**config.mk**
```make
export PLATFORM = sky130hd
export DESIGN_NAME = lane_sram_wr_track
export DESIGN_NICKNAME = d
export VERILOG_FILES = /design/src/rtl/lane_sram_wr_track.sv
export SDC_FILE = /design/constraint.sdc
export NUM_CORES = 1
export LEC_CHECK = 0
export BUFFER_PORTS_ARGS = -buffer_cell sky130_fd_sc_hd__buf_2
export CORE_UTILIZATION = 45
export CTS_BUF_LIST = sky130_fd_sc_hd__clkbuf_16
export CTS_CLUSTER_DIAMETER = 100
export DETAILED_ROUTE_END_ITERATION = 10
export PLACE_DENSITY = 0.89
export SYNTH_ARGS = -nofsm -noshare
export SYNTH_HDL_FRONTEND = slang
export SYNTH_SLANG_ARGS = --single-unit
```
**constraint.sdc**
```tcl
create_clock -name clk_i -period 1.7 [get_ports clk_i]
set_clock_uncertainty 0.2 [all_clocks]
set_input_delay 0.085 -clock clk_i [delete_from_list [all_inputs] [get_ports clk_i]]
set_output_delay 0.085 -clock clk_i [all_outputs]
set_load 0.05 [all_outputs]
```
**src/rtl/lane_sram_wr_track.sv**
```systemverilog
module lane_sram_wr_track #(
  parameter int AW     = 10,
  parameter int LANES  = 4,
  parameter int LANE_W = 8,
  localparam int DW    = LANES * LANE_W
) (
  input  logic             clk_i,
  input  logic             rst_ni,
  input  logic             wr_act_i,
  input  logic [AW-1:0]    addr_i,
  input  logic [DW-1:0]    wdata_i,
  input  logic [LANES-1:0] lane_n_i,
  output logic             commit_o,
  output logic [LANES-1:0] lane_we_o,
  output logic [AW-1:0]    cap_addr_o,
  output logic [DW-1:0]    cap_data_o,
  output logic [LANES-1:0] cap_mask_o
);
  logic wr_q;

  always_ff @(posedge clk_i or negedge rst_ni) begin
    if (!rst_ni) begin
      wr_q       <= 1'b0;
      cap_addr_o <= '0;
      cap_data_o <= '0;
      cap_mask_o <= '0;
    end else begin
      wr_q <= wr_act_i;
      if (wr_act_i) begin
        cap_addr_o <= addr_i;
        cap_data_o <= wdata_i;
        cap_mask_o <= ~lane_n_i;
      end
    end
  end

  // terminating edge: active last sample, inactive now
  assign commit_o  = wr_q & ~wr_act_i;
  assign lane_we_o = {LANES{commit_o}} & cap_mask_o;

  p_single_commit_r4: assert property (@(posedge clk_i) disable iff (!rst_ni)
    commit_o |=> !commit_o);
  p_commit_after_write_r4: assert property (@(posedge clk_i) disable iff (!rst_ni)
    commit_o |-> $past(wr_act_i));
endmodule

```
==> impl_metrics.csv <==
group,metric,value,unit
routing,wl,5.36,mm
timing,slew_viol_final,0,
timing,fmax,0.610,GHz
floorplanning,start_util,48.3,%
run,timing.max_cap.violations,0,
critical_path,r2r-start,"cap_data_o[4]",
floorplanning,die-width,68.5,um
critical_path,critPathMaxStageDelay,0.57,ns
worst_hold_path,hold_depth,2,
routing,drt_drc_violations_left,0,
clocking,htree_levels,2,
timing,relSlewSlack,70.9,%
critical_path,cp_common_cell,"dlygate4sd3_1",
logic_synthesis,seq_area_frac_synth,59.2,%
timing,period_minus_slack,1.64,ns
critical_path,r2r-end,"cap_data_o[4]",
critical_path,r2r_slack,0.17,ns
clocking,cts_made_buffers,5,
final_layout,fin_nets,310,
critical_path,worstPathCellList,"dlygate4sd3_1 -> buf_2 -> mux2_4 -> dlygate4sd3_1",
routing,viasPerCell,4.79,
logic_synthesis,yosys_warnings,0,
floorplanning,rows,23,
global_routing,antenna_found_initial,0,
logic_synthesis,synth.avg_cell_area,18.4,um^2
timing,setup-violations-final,0,
floorplanning,die_h,68.5,um
placed_design,placed_cell_area,0.00248,mm^2
final_layout,final_cells,312,
timing,rsz0062_at_grt,"false",
critical_path,cp_data_arrival_time,1.60,ns
global_routing,grtUsageTotal,24.8,%
outcome,outcome,"completed",
worst_hold_path,worst_hold_path.endpoint,"wr_q",
critical_path,end_kind,"flip-flop",
clocking,post-cts-setup-buffer-count,0,
clocking,clk_latency,0.28,ns
timing,period_share,96.4,%
floorplanning,core_area,0.00412,mm^2
clocking,root_buffer,"clkbuf_16",
clocking,clkTransAtPathRegs,0.06,ns
global_routing,grt_pass1_wl,8.08,mm
critical_path,reg2regPathDepth,2,
final_layout,drive_gt1_share,58.8,%
critical_path,cp_slowest_cell,"dlygate4sd3_1",
floorplanning,die_area,0.00469,mm^2
placed_design,place_congestion,0.665,
global_routing,grt_overflow,0,
final_layout,diodes,0,
timing,worst_pin_slew,0.437,ns
timing,hold_viol,0,
placed_design,place_inst,256,
critical_path,cp_max_fo,1,
logic_synthesis,synthCells,108,
power_and_ir_drop,finalPower,3480,uW
worst_hold_path,min_from,"wr_act_i",
logic_synthesis,syn_area,0.00199,mm^2
clocking,cts.sinks,47,
placed_design,io_buffers,99,
critical_path,crit_type,"input port to flip-flop",
critical_path,worst_ep_required_time,1.66,ns
power_and_ir_drop,p_leak,0.00165,uW
timing,fin_tns_setup,0,ns
logic_synthesis,syn-num-nets,157,
critical_path,start_kind,"input port",
logic_synthesis,ys_seq_elements,47,
clocking,cts_tree,"done",
final_layout,syn_to_final_growth,58.5,%
final_layout,num-fill-cells,229,
power_and_ir_drop,worst_ir_drop_vdd,0.517,mV
final_layout,post-route-util,76.6,%
routing,first_pass_iters,4,
floorplanning,ios,100,
clocking,clockBufferDepth,2,
routing,ant_nets,0,
routing,routedWlPerCell,17.2,um
global_routing,first_global_vias,1605,
routing,drt_iter0_markers,75,
worst_hold_path,hold_class,"input port to flip-flop",
routing,num_vias,1496,
placed_design,post-dp-hpwl,2.94,mm
logic_synthesis,ys_types,10,
power_and_ir_drop,power_density,1110,mW/mm^2
global_routing,grt_max_degree,21,
final_layout,fin_area,0.00315,mm^2
logic make-up (layout without fill, tap and decap cells):
group,count (synthesis),in the layout,synth area share (%)
AO/OA/AOI/OAI,3,3,0.755
flip-flops,47,47,59.2
multiplexers,43,43,32.2
buffers and inverters,7,161,5.35
AND/OR/NAND/NOR,8,8,2.52
sequential cells by signal (all words and copies together), names as in the netlist:
register    count
cap_mask_o      4
wr_q            1
cap_data_o     32
cap_addr_o     10
how the worst max path moves through the flow:
stage,from,to,slack [ns]
floorplan,wr_act_i,lane_we_o[0],0.25
global placement,wr_act_i,cap_data_o[15],0.47
detailed placement,wr_act_i,cap_data_o[21],0.43
CTS,wdata_i[4],cap_data_o[4],0.13
global route,wdata_i[4],cap_data_o[4],0.07
finish,wdata_i[4],cap_data_o[4],0.06
stage by stage:
step / setup slack (ns) / hold slack, ns
6_report: 0.0614 / 0.0353
3_5_place_dp: 0.431 / -0.148
2_1_floorplan: 0.253 / -0.411
3_3_place_gp: 0.466 / -0.155
4_1_cts: 0.131 / 0.0188
5_1_grt: 0.0710 / 0.0463
worst max-delay path, delay by kind of cell:
family   cells  cell delay (ns)
mux          1             0.26
buf+inv      3             1.25
what timing repair did:
item / in CTS / in global routing
resized for setup: 0 / 0
hold buffers: 48 / 0
endpoints found under the hold margin: 93 / 0
routing by layer:
metal | global-route usage (%) | up-vias | wire, um
met4 | 10.4 | 0 | 109
li1 | - | 674 | -
met2 | 42.2 | 78 | 2630
met1 | 30.0 | 731 | 2240
met5 | 0 | - | 0
met3 | 5.83 | 13 | 386
cells in the mapped netlist:
cell	n	area, um^2
buf_12	4	80.1
a21oi_1	3	15.0
mux2_4	42	631
buf_6	2	22.5
nor2b_4	1	13.8
and2_1	4	25.0
mux2i_1	1	10.0
nor2_1	3	11.3
inv_1	1	3.75
dfrtp_1	47	1180
report_power, final:
| part | total (uW) | internal (uW) | leakage, uW | switching, uW |
|---|---|---|---|---|
| combinational | 949 | 354 | 0.00100 | 595 |
| sequential | 1300 | 1230 | 0.000548 | 72.8 |
| clock | 1230 | 837 | 0.0000952 | 394 |
final cells by class:
type	count	area, um^2	share of cell area, %
clock buffers	5	125	3.97
clock inverters	3	63.8	2.03
inverters	1	3.75	0.119
multi-input cells	54	706	22.4
flip-flops and latches	47	1180	37.3
well taps	50	62.6	1.99
repair buffers	152	1010	32.2
cell usage in the layout, fill, tap and decap left out:
cell and instances:
and2_1 4, nor2_1 3, clkbuf_16 5, buf_4 5
dfrtp_1 47, inv_1 2, buf_2 99, bufinv_16 2
nor2b_4 1, dlygate4sd3_1 48, mux2i_1 1, a21oi_1 3
mux2_4 42
Note: power is estimated with default switching activity, not from simulation.
